`src/rtl/sparsifier_pkg.sv`:
```
// Package: shared word format for the strip sparsifier.
// Assumes a group never exceeds 2**ADDR_W strips.
package sparsifier_pkg;
    localparam int ADDR_W  = 7;
    localparam int TAG_W   = 4;
    localparam int WORD_W  = ADDR_W + TAG_W;
    localparam int FRAME_W = WORD_W + 1;
    localparam int LANES   = 1 << ADDR_W;

    typedef struct packed {
        logic [ADDR_W-1:0] addr;
        logic [TAG_W-1:0]  tag;
    } hit_word_t;
endpackage

```
`src/rtl/xing_tagger.sv`:
```
// Module: xing_tagger
// Free-running crossing counter. It advances once per crossing strobe and
// wraps modulo 2**TAG_W. Assumes the strobe is a one-cycle pulse.
module xing_tagger
    import sparsifier_pkg::*;
(
    input  logic             clk,
    input  logic             rst_n,
    input  logic             xing_stb,
    output logic [TAG_W-1:0] tag
);
    // Purpose: advance the tag on each crossing.
    always_ff @(posedge clk) begin
        if (!rst_n)        tag <= '0;
        else if (xing_stb) tag <= tag + 1'b1;
    end
endmodule

```
`src/rtl/hit_priority_encoder.sv`:
```
// Module: hit_priority_encoder
// Latches the strip snapshot on a crossing strobe and masks off lanes that
// do not exist. It then emits one hit per clock, lowest address first.
// Assumes the strobe period leaves time to drain the mask (>= N_STRIPS+2).
module hit_priority_encoder
    import sparsifier_pkg::*;
#(
    parameter int N_STRIPS = 100
) (
    input  logic             clk,
    input  logic             rst_n,
    input  logic             xing_stb,
    input  logic [LANES-1:0] strips,
    input  logic [TAG_W-1:0] tag_in,
    output logic             push,
    output hit_word_t        word
);
    logic [LANES-1:0]  valid_mask;
    logic [LANES-1:0]  pending;
    logic [TAG_W-1:0]  tag_hold;
    logic [ADDR_W-1:0] lo_idx;

    // Lanes at or past the group size are never accepted.
    for (genvar g = 0; g < LANES; g++) begin : g_mask
        assign valid_mask[g] = (g < N_STRIPS) ? 1'b1 : 1'b0;
    end

    // Purpose: locate the lowest pending strip.
    always_comb begin
        lo_idx = '0;
        for (int i = LANES - 1; i >= 0; i--) begin
            if (pending[i]) lo_idx = ADDR_W'(i);
        end
    end

    assign push      = |pending;
    assign word.addr = lo_idx;
    assign word.tag  = tag_hold;

    // Purpose: capture a new snapshot, or retire the hit just emitted.
    always_ff @(posedge clk) begin
        if (!rst_n) begin
            pending  <= '0;
            tag_hold <= '0;
        end else if (xing_stb) begin
            pending  <= strips & valid_mask;
            tag_hold <= tag_in;
        end else if (push) begin
            pending[lo_idx] <= 1'b0;
        end
    end
endmodule

```
`src/rtl/hit_fifo.sv`:
```
// Module: hit_fifo
// Data-driven hit buffer. A push while full is discarded, and the loss is
// recorded in a sticky flag and a saturating counter. Read data is valid
// whenever the FIFO is not empty.
module hit_fifo
    import sparsifier_pkg::*;
#(
    parameter int DEPTH = 16,
    parameter int CNT_W = 8
) (
    input  logic             clk,
    input  logic             rst_n,
    input  logic             push,
    input  hit_word_t        wr_word,
    input  logic             pop,
    output hit_word_t        rd_word,
    output logic             empty,
    output logic             full,
    output logic [$clog2(DEPTH+1)-1:0] count,
    output logic             overflow,
    output logic [CNT_W-1:0] drop_count
);
    localparam int PTR_W = (DEPTH > 1) ? $clog2(DEPTH) : 1;

    hit_word_t        mem [DEPTH];
    logic [PTR_W-1:0] wr_ptr, rd_ptr;
    logic             do_push, do_pop, drop;

    assign empty   = (count == '0);
    assign full    = (count == DEPTH[$clog2(DEPTH+1)-1:0]);
    assign do_push = push && !full;
    assign do_pop  = pop && !empty;
    assign drop    = push && full;
    assign rd_word = mem[rd_ptr];

    // Purpose: store an accepted word.
    always_ff @(posedge clk) begin
        if (do_push) mem[wr_ptr] <= wr_word;
    end

    // Purpose: pointer and occupancy bookkeeping.
    always_ff @(posedge clk) begin
        if (!rst_n) begin
            wr_ptr <= '0;
            rd_ptr <= '0;
            count  <= '0;
        end else begin
            if (do_push) wr_ptr <= (wr_ptr == PTR_W'(DEPTH - 1)) ? '0 : wr_ptr + 1'b1;
            if (do_pop)  rd_ptr <= (rd_ptr == PTR_W'(DEPTH - 1)) ? '0 : rd_ptr + 1'b1;
            case ({do_push, do_pop})
                2'b10:   count <= count + 1'b1;
                2'b01:   count <= count - 1'b1;
                default: count <= count;
            endcase
        end
    end

    // Purpose: sticky loss flag and saturating loss counter.
    always_ff @(posedge clk) begin
        if (!rst_n) begin
            overflow   <= 1'b0;
            drop_count <= '0;
        end else if (drop) begin
            overflow <= 1'b1;
            if (drop_count != '1) drop_count <= drop_count + 1'b1;
        end
    end
endmodule

```
`src/rtl/frame_serializer.sv`:
```
// Module: frame_serializer
// Sends each word as a frame: a start bit of 1, then the word MSB first.
// The shift happens only on bit_en, and the next word is loaded in the
// slot that ends the current frame, so frames can follow with no gap.
module frame_serializer
    import sparsifier_pkg::*;
(
    input  logic      clk,
    input  logic      rst_n,
    input  logic      bit_en,
    input  logic      empty,
    input  hit_word_t rd_word,
    output logic      pop,
    output logic      ser_out
);
    localparam int BL_W = $clog2(FRAME_W + 1);

    logic [FRAME_W-1:0] shreg;
    logic [BL_W-1:0]    bits_left;
    logic               last_slot;

    assign last_slot = (bits_left <= BL_W'(1));
    assign pop       = bit_en && last_slot && !empty;
    assign ser_out   = shreg[FRAME_W-1] && (bits_left != '0);

    // Purpose: shift out the current frame or load the next one.
    always_ff @(posedge clk) begin
        if (!rst_n) begin
            shreg     <= '0;
            bits_left <= '0;
        end else if (bit_en) begin
            if (!last_slot) begin
                shreg     <= {shreg[FRAME_W-2:0], 1'b0};
                bits_left <= bits_left - 1'b1;
            end else if (!empty) begin
                shreg     <= {1'b1, rd_word};
                bits_left <= BL_W'(FRAME_W);
            end else begin
                shreg     <= '0;
                bits_left <= '0;
            end
        end
    end
endmodule

```
`src/rtl/strip_sparsifier.sv`:
```
// Module: strip_sparsifier (top)
// Triggerless zero-suppressing readout for one strip group:
// tagger -> priority encoder -> hit FIFO -> frame serializer.
// Assumes xing_stb pulses no more often than every N_STRIPS+2 clocks.
module strip_sparsifier
    import sparsifier_pkg::*;
#(
    parameter int N_STRIPS   = 100,
    parameter int FIFO_DEPTH = 16,
    parameter int CNT_W      = 8
) (
    input  logic             clk,
    input  logic             rst_n,
    input  logic             xing_stb,
    input  logic [LANES-1:0] strips_in,
    input  logic             bit_en,
    output logic             ser_out,
    output logic             overflow,
    output logic [CNT_W-1:0] drop_count
);
    localparam int FC_W = $clog2(FIFO_DEPTH + 1);

    logic [TAG_W-1:0] tag_cnt;
    logic             enc_push;
    hit_word_t        enc_word;
    hit_word_t        rd_word;
    logic             fifo_empty, fifo_full, ser_pop;
    logic [FC_W-1:0]  fifo_count;

    xing_tagger u_tag (
        .clk      (clk),
        .rst_n    (rst_n),
        .xing_stb (xing_stb),
        .tag      (tag_cnt)
    );

    hit_priority_encoder #(.N_STRIPS(N_STRIPS)) u_enc (
        .clk      (clk),
        .rst_n    (rst_n),
        .xing_stb (xing_stb),
        .strips   (strips_in),
        .tag_in   (tag_cnt),
        .push     (enc_push),
        .word     (enc_word)
    );

    hit_fifo #(.DEPTH(FIFO_DEPTH), .CNT_W(CNT_W)) u_fifo (
        .clk        (clk),
        .rst_n      (rst_n),
        .push       (enc_push),
        .wr_word    (enc_word),
        .pop        (ser_pop),
        .rd_word    (rd_word),
        .empty      (fifo_empty),
        .full       (fifo_full),
        .count      (fifo_count),
        .overflow   (overflow),
        .drop_count (drop_count)
    );

    frame_serializer u_ser (
        .clk     (clk),
        .rst_n   (rst_n),
        .bit_en  (bit_en),
        .empty   (fifo_empty),
        .rd_word (rd_word),
        .pop     (ser_pop),
        .ser_out (ser_out)
    );
endmodule

```
`config.mk`:
```
export PLATFORM = sky130hd
export DESIGN_NAME = strip_sparsifier
export DESIGN_NICKNAME = d
export VERILOG_FILES = /design/src/rtl/sparsifier_pkg.sv /design/src/rtl/xing_tagger.sv /design/src/rtl/hit_priority_encoder.sv /design/src/rtl/hit_fifo.sv /design/src/rtl/frame_serializer.sv /design/src/rtl/strip_sparsifier.sv
export SDC_FILE = /design/constraint.sdc
export NUM_CORES = 1
export LEC_CHECK = 0
export BUFFER_PORTS_ARGS = -buffer_cell sky130_fd_sc_hd__clkbuf_2
export CORE_MARGIN = 10
export CORE_UTILIZATION = 35
export CTS_CLUSTER_DIAMETER = 100
export DETAILED_ROUTE_END_ITERATION = 10
export PLACE_DENSITY_LB_ADDON = 0.3
export SETUP_SLACK_MARGIN = 0.15
export SLEW_MARGIN = 20
export SYNTH_ARGS = -nofsm -noshare
export SYNTH_HDL_FRONTEND = slang
export SYNTH_SLANG_ARGS = --single-unit
```
`constraint.sdc`:
```
create_clock -name clk -period 8.5 [get_ports clk]
set_input_delay 0 -clock clk [delete_from_list [all_inputs] [get_ports clk]]
set_output_delay 0 -clock clk [all_outputs]
set_load 0.005 [all_outputs]
```
-- Word level (Yosys, flattened, before mapping)
Memories as Yosys holds them, arrays and structs flattened. A register that Yosys moved wholly into a read port is not among the register bits.
Cells that the tools add are included.
Widths: inputs -> output; s select.
- bits in registers: 174
- bits in writable memories: 176
- output and inout port bits: 10
- memories kept: 1
- memories (name ; words ; width ; read ports ; clocked after memory_dff ; wr ports ; RTL line ; RTL):
    u_fifo.mem ; 16 ; 11 ; 1 ; 1 ; 1 ; hit_fifo.sv:25 ; hit_word_t mem [DEPTH];
- add/sub/neg operators: 7
- $lt $le $gt $ge: 3
- equal/unequal tests: 6
- mux-type cells: 143
- bitwise operators: 3
- reduce and logical (&&, ||, !) cells: 16
- operators by type and width (operator ; number):
    $mux 7 ; 128
    $mux 100 ; 2
    $and 128x128->128 ; 1
    $not 128->128 ; 1
    $reduce_or 128->1 ; 1
    $mux 12 ; 2
    $mux 4 ; 6
    $add 4x1->4 const B ; 3
    $pmux 5 s2 ; 1
    $add 8x1->8 const B ; 1
    $eq 4x4->1 const B ; 2
    $lt 7x8->1 const B ; 1
    $ne 8x8->1 const B ; 1
    $demux 1 s7 ; 1
    $ge 7x1->1 const B ; 1
    $logic_and 1x1->1 ; 7
    $add 5x1->5 const B ; 1
    $eq 5x5->1 const B ; 1
    $logic_not 5->1 ; 1
    $sub 5x1->5 const B ; 1
    $le 4x1->1 const B ; 1
    $reduce_bool 2->1 ; 2
    $reduce_bool 4->1 ; 1
    $sub 4x1->4 const B ; 1
    7 further kinds ; 10

-- Longest topological paths before layout
- depth in word-level cells: 136
- gate-level depth with buffers: 16

-- By module
Synthesis repeated with hierarchy kept, for this count alone.
- cell total of the unflattened synthesis: 1543
- area, all modules: 16833.6 um^2
- by module, submodules not included (module ; times used ; cells each ; area an instance (um^2) ; seq. area each (um^2)):
    hit_fifo ; 1 ; 459 ; 8110.3 ; 5805.6
    hit_priority_encoder ; 1 ; 945 ; 7599.8 ; 2642.5
    frame_serializer ; 1 ; 123 ; 947.2 ; 320.3
    xing_tagger ; 1 ; 16 ; 176.4 ; 80.1

-- Worst setup path before layout
No wires, ideal clock.
- path kind: reg-to-reg
- start point: reg u_enc.pending[0]
- end point: reg u_fifo.count[4]
- library setup time: 0.070 ns
- arrival: 3.400 ns
- path slack: 5.030 ns
- cell stages (with the launch flop): 17
- clock period less this slack: 3.470 ns
- path through: dfxtp_1 nor4_2 nand4_1 nor3_2 and3_1 clkbuf_1 a21oi_1 inv_1 ha_1 inv_1 fa_1 inv_1 a21o_1 a21oi_1 xnor2_1 or3_1 a21oi_1
- longest elaborated chain between the ends: 4
- ends and longest elaborated chain (element ; RTL line ; RTL):
    from (decl) ; hit_priority_encoder.sv:19 ; logic [LANES-1:0] pending;
    from (signal assigned) ; hit_priority_encoder.sv:46 ; pending <= strips & valid_mask;
    $reduce_or 128->1 (*) ; hit_priority_encoder.sv:36 ; assign push = |pending;
    $logic_and 1x1->1 (*) ; hit_fifo.sv:31 ; assign do_push = push && !full;
    $eq 2x1->1 or $eq 2x2->1 (tied branches) ; hit_fifo.sv:50 ; case ({do_push, do_pop})
    $pmux 5 s2 or $reduce_bool 2->1 (tied branches) ; - ;
    to (signal assigned) ; hit_fifo.sv:51 ; 2'b10: count <= count + 1'b1;
    to (signal assigned) ; hit_fifo.sv:52 ; 2'b01: count <= count - 1'b1;
    to (signal assigned) ; hit_fifo.sv:53 ; default: count <= count;
    to (decl) ; hit_fifo.sv:19 ; output logic [$clog2(DEPTH+1)-1:0] count,
Every way passes the cells marked *; elsewhere a longest branch is shown, timed or not.
A chain may end at the register's enable or synchronous reset.

-- Worst setup path after layout
- start point: reg u_enc.pending[120]
- end point: reg u_enc.pending[77]
- longest elaborated chain between the ends: 129
- ends and longest elaborated chain (element ; RTL line ; RTL):
    $mux 7 (121 in series) ; hit_priority_encoder.sv:32 ; if (pending[i]) lo_idx = ADDR_W'(i);
    $lt 7x8->1 (not written as such) or $ge 7x1->1 (tied branches) ; hit_priority_encoder.sv:49 ; pending[lo_idx] <= 1'b0;
    $logic_and 1x1->1 (not written as such) ; hit_priority_encoder.sv:49 ;
    $mux 1 (not written as such) ; hit_priority_encoder.sv:49 ;
    $demux 1 s7 ; - ;
    $not 128->128 (no line) ; - ;
    $and 128x128->128 (no line) ; - ;
    $mux 100 ; hit_priority_encoder.sv:48 ; end else if (push) begin
    $mux 100 ; hit_priority_encoder.sv:45 ; end else if (xing_stb) begin
Parallel ways exist; a longest one is shown, timed or not. The select of a mux whose other input is x is not followed.

==> flow_results.org <==
** Run status
- The run finished with clean final reports.

** Die
- The total area inside the core boundary comes to 0.0456 mm^2.
- Standard-cell rows :: 78
- Pin placement for this block handled 142 I/O pins.
- Horizontal die dimension :: 235 um
- The die covers 0.0554 mm^2.
- The die is 235 um tall.
- Starting utilization of the core area :: 0.356

** Placement
- Total instance count after detailed placement :: 2104
- Detailed Place HPWL :: 30.6 mm
- Input and output buffers added on the ports amount to 113.
- At the end of routability-driven placement, the weighted congestion stood at 0.883.

** Power and ir drop
- Net switching power of the design :: 1.30 mW
- The share of total power dissipated in the clock network is 0.372.
- The internal power of the cells totals 3.26 mW.
- Largest vdd supply drop :: 137 uV
- Total power divided by cell area :: 226 mW/mm^2
- Proportion of power drawn by flip-flops and latches :: 0.437
- Combinational share of power :: 0.191
- Static Leak :: 7.16 nW
- Overall power after layout :: 4.55 mW
- Of the total power, the share spent switching nets is 0.285.

** Layout
- Util after Layout :: 0.442
- Fill cells in the final layout number 4156.
- Area Overhead vs Synth :: 24.0%
- For this run, the post-layout net count is 1832.
- In the final layout, the share of cells above drive strength 1 is 0.183.
- # diodes :: 0
- Once layout is complete, the cells apart from fillers number 2314.

** Clocking
- Clock transition time at the flip-flop clock pins of the worst setup and hold paths :: 0.06 ns
- Number of levels in the clock H-tree :: 2
- Clock insertion delay at the later pin of the skew report :: 0.55 ns
- Clock tree synthesis inserted a total of 38 buffers.
- CTS tree :: yes
- The clock passes through at most 3 buffers.
- Post-CTS setup buffer count :: 0
- The tree built by TritonCTS fans out to 354 sinks.
- CTS placed an instance of sky130_fd_sc_hd__clkbuf_16 at the clock tree root.

** Global route
- Global-route usage over all layers :: 0.166
- Entering global routing, the biggest net connects 97 pins.
- Via count of the first global-routing pass :: 12800
- Antenna violations before repair :: 0
- Summed over all layers, the global routing overflow is 0.
- The first global-routing pass estimated 74.0 mm of wire.

** Drt
- Number of detailed-routing iterations run before antenna repair :: 8
- In the routed design, unresolved DRC markers number 0.
- In this run, the number of DRC markers left after iteration 0 of detailed routing was 1111.
- Routed vias :: 13000
- The detail route stage leaves a number of antenna-violating nets equal to 0.
- In the routed layout, each cell is associated on average with a via count of 5.61.
- Post-DR wirelength/cell :: 20.6 um
- Total Wirelength :: 47.7 mm

** Setup path
- Maximum net fanout on the critical path :: 20
- Measured in cells, the most critical reg-to-reg path has a length of 10.
- The worst setup path is launched from a flip-flop.
- The worst register-to-register path ends at u_enc.pending[77].
- Setup CP Type :: reg -> reg
- Setup crit end kind :: flip-flop
- CP arrival :: 5.91 ns
- In this run the critical register-to-register path is launched from u_enc.pending[120].
- For the worst setup path, the data required time is 8.93 ns.
- R2R Setup Slk :: 3.02 ns

** Worst hold path
- The worst hold path was traced through 3 stages.
- The tightest min-delay check is of the in -> reg type.
- The startpoint identified for the worst hold timing path is rst_n.
- End point of the most critical hold path :: u_enc.pending[85]

** STA
- In the finished design, the share of the clock period the worst path needs comes to 0.645.
- Across all hold checks on the routed design, the worst slack comes to 0.0321 ns.
- At the pin with the least slew margin, the transition time is 1.15 ns.
- Setup violations remaining at the end of the flow were counted as 0.
- For the finished layout, the period the worst path requires is 5.48 ns.
- Count of endpoints failing hold in the final timing report :: 0
- Setup repair after global routing left no endpoint under its margin.
- Based on the critical path, the design can be clocked at up to 183 MHz.
- Worst max-slew margin expressed relative to the limit :: 0.232
- For the final database, setup skew stands at 0.0172 ns.
- Summed over all failing endpoints, the final setup total negative slack is 0 ns.
- Fin. max-slew vios :: 0

** Synth
- EDFF count, synth :: 176
- Post-synthesis instance area :: 0.0162 mm^2
- Share of synthesized area occupied by flip-flops and latches :: 0.545
- Synthesis inferred 354 register bits.
- Yosys mapped the design onto 77 distinct sky130hd cell types.
- Yosys warnings :: 0
- Mean Syn Cell Area :: 11.2 um^2
- Gate Count Post-Synth :: 1446
- Top FF cell, synth :: sky130_fd_sc_hd__dfxtp_1
- Post-synthesis async set-or-reset flop share :: 0
- Synthesis produced a netlist with a net count of 1593.

** Job
- The tool flagged a number of max-cap violations equal to 0.
[state kept, by name, indices dropped and copies added, names as in the netlist, named ones only]
name and cells:
u_enc.pending 128, u_enc.tag_hold 4, u_fifo.count 5, u_fifo.drop_count 8, u_fifo.mem 176, u_fifo.overflow 1
u_fifo.rd_ptr 4, u_fifo.wr_ptr 4, u_ser.bits_left 4, u_ser.shreg 12, u_tag.tag 4
[kinds of logic (layout without fill, tap and decap cells)]
group	count (synthesis)	after routing	synth area share
AND/OR/NAND/NOR	564	564	0.179
flip-flops	354	354	0.545
AO/OA/AOI/OAI	300	300	0.138
buffers and inverters	128	396	0.0319
multiplexers	69	69	0.0850
XOR/XNOR	16	16	0.00863
adder cells (fa/ha/maj)	15	15	0.0120
[final cells by class]
type                            instances  area (um^2)  share of cell area
Multi-Input combinational cell        964         6880               0.342
Timing Repair Buffer                  285         2210               0.110
Clock inverter                         21          206              0.0103
Tap cell                              600          751              0.0373
Sequential cell                       354         8850               0.440
Clock buffer                           48         1070              0.0531
Inverter                               42          160             0.00795
[timing repair]
item                                   in CTS  in global routing
gates resized for setup                     0                  0
endpoints found under the hold margin     103                  0
hold buffers                              141                  0
[routing by layer]
layer	vias up	GRT usage	part of all wire
met5	-	0	0
met4	0	0.0440	0.023
met3	77	0.0316	0.060
met2	453	0.293	0.50
met1	6368	0.203	0.42
li1	6076	-	-
[cells in the final DEF (no fill, tap or decap), types with 5 or more instances in the layout]
cell type,count
sky130_fd_sc_hd__dfxtp_1,176
sky130_fd_sc_hd__edfxtp_1,176
sky130_fd_sc_hd__dlygate4sd3_1,141
sky130_fd_sc_hd__nor2_1,127
sky130_fd_sc_hd__nand3_1,112
sky130_fd_sc_hd__clkbuf_2,111
sky130_fd_sc_hd__nand2_1,93
sky130_fd_sc_hd__a21oi_1,87
sky130_fd_sc_hd__mux4_2,55
sky130_fd_sc_hd__nor4_1,49
sky130_fd_sc_hd__nand2b_1,45
sky130_fd_sc_hd__clkbuf_16,39
sky130_fd_sc_hd__inv_1,38
sky130_fd_sc_hd__o211ai_1,33
sky130_fd_sc_hd__buf_4,33
sky130_fd_sc_hd__o21ai_0,30
sky130_fd_sc_hd__nor3_1,27
sky130_fd_sc_hd__nor2b_1,23
sky130_fd_sc_hd__and3_1,22
sky130_fd_sc_hd__nand4_1,19
sky130_fd_sc_hd__mux2i_1,14
sky130_fd_sc_hd__ha_1,14
sky130_fd_sc_hd__o41ai_1,13
sky130_fd_sc_hd__xor2_1,13
sky130_fd_sc_hd__or4_1,12
sky130_fd_sc_hd__o311ai_0,12
sky130_fd_sc_hd__a41o_1,11
sky130_fd_sc_hd__a222oi_1,10
sky130_fd_sc_hd__clkinv_2,10
sky130_fd_sc_hd__o211ai_2,9
sky130_fd_sc_hd__o41ai_2,9
sky130_fd_sc_hd__a31oi_1,8
sky130_fd_sc_hd__a211oi_1,7
sky130_fd_sc_hd__o31ai_1,7
sky130_fd_sc_hd__or3_1,6
sky130_fd_sc_hd__clkbuf_8,6
sky130_fd_sc_hd__o31a_1,5
sky130_fd_sc_hd__a21o_1,5
sky130_fd_sc_hd__nor3_2,5
[worst max path at each step]
stage,slack [ns],end,startpoint,depth (start not counted)
2_1_floorplan,5.03,u_fifo.count[4],u_enc.pending[0],16
3_3_place_gp,3.74,u_enc.pending[45],u_enc.pending[72],8
3_5_place_dp,3.69,u_enc.pending[61],u_enc.pending[120],9
4_1_cts,3.17,u_enc.pending[77],u_enc.pending[120],10
5_1_grt,2.93,u_enc.pending[77],u_enc.pending[120],10
6_report,3.02,u_enc.pending[77],u_enc.pending[120],10
[critical path, stage by stage (launching register included)]
cell and delay (ns):
sky130_fd_sc_hd__dfxtp_1 0.35, sky130_fd_sc_hd__or4_1 0.57, sky130_fd_sc_hd__o211ai_1 0.25, sky130_fd_sc_hd__a31oi_1 0.14
sky130_fd_sc_hd__o311ai_1 0.57, sky130_fd_sc_hd__nand2_1 0.67, sky130_fd_sc_hd__inv_1 0.66, sky130_fd_sc_hd__buf_4 0.46
sky130_fd_sc_hd__and3_1 0.93, sky130_fd_sc_hd__o211ai_2 0.16, sky130_fd_sc_hd__dlygate4sd3_1 0.59
[metrics by stage]
stage / area [um^2] / setup WS, ns
floorplan: 16200 / 5.03
global placement: 17400 / 3.74
detailed placement: 17400 / 3.69
CTS: 20100 / 3.17
global route: 20100 / 2.93
finish: 20100 / 3.02
[cells in the mapped netlist (19+ instances only)]
| cell | instances | area [um^2] |
|---|---|---|
| sky130_fd_sc_hd__nor4_1 | 49 | 307 |
| sky130_fd_sc_hd__nor2b_1 | 23 | 144 |
| sky130_fd_sc_hd__dfxtp_1 | 178 | 3560 |
| sky130_fd_sc_hd__and3_1 | 22 | 138 |
| sky130_fd_sc_hd__clkbuf_1 | 70 | 263 |
| sky130_fd_sc_hd__nand3_1 | 112 | 561 |
| sky130_fd_sc_hd__nand4_1 | 19 | 119 |
| sky130_fd_sc_hd__mux4_2 | 55 | 1240 |
| sky130_fd_sc_hd__nor2_1 | 128 | 480 |
| sky130_fd_sc_hd__o211ai_1 | 33 | 248 |
| sky130_fd_sc_hd__a21oi_1 | 87 | 435 |
| sky130_fd_sc_hd__o21ai_0 | 30 | 150 |
| sky130_fd_sc_hd__inv_1 | 38 | 143 |
| sky130_fd_sc_hd__nor3_1 | 29 | 145 |
| sky130_fd_sc_hd__edfxtp_1 | 176 | 5290 |
| sky130_fd_sc_hd__nand2b_1 | 45 | 282 |
| sky130_fd_sc_hd__nand2_1 | 93 | 349 |
[power by group through the flow]
stage | sequential [mW] | combinational (mW) | clock [mW]
6_report | 1.99 | 0.871 | 1.69
3_5_place_dp | 2.02 | 0.819 | 0
2_1_floorplan | 1.99 | 0.595 | 0
4_1_cts | 1.99 | 0.872 | 1.73
3_3_place_gp | 2.02 | 0.806 | 0
5_1_grt | 2.00 | 0.948 | 1.79
Note: power is estimated with default switching activity, not from simulation.
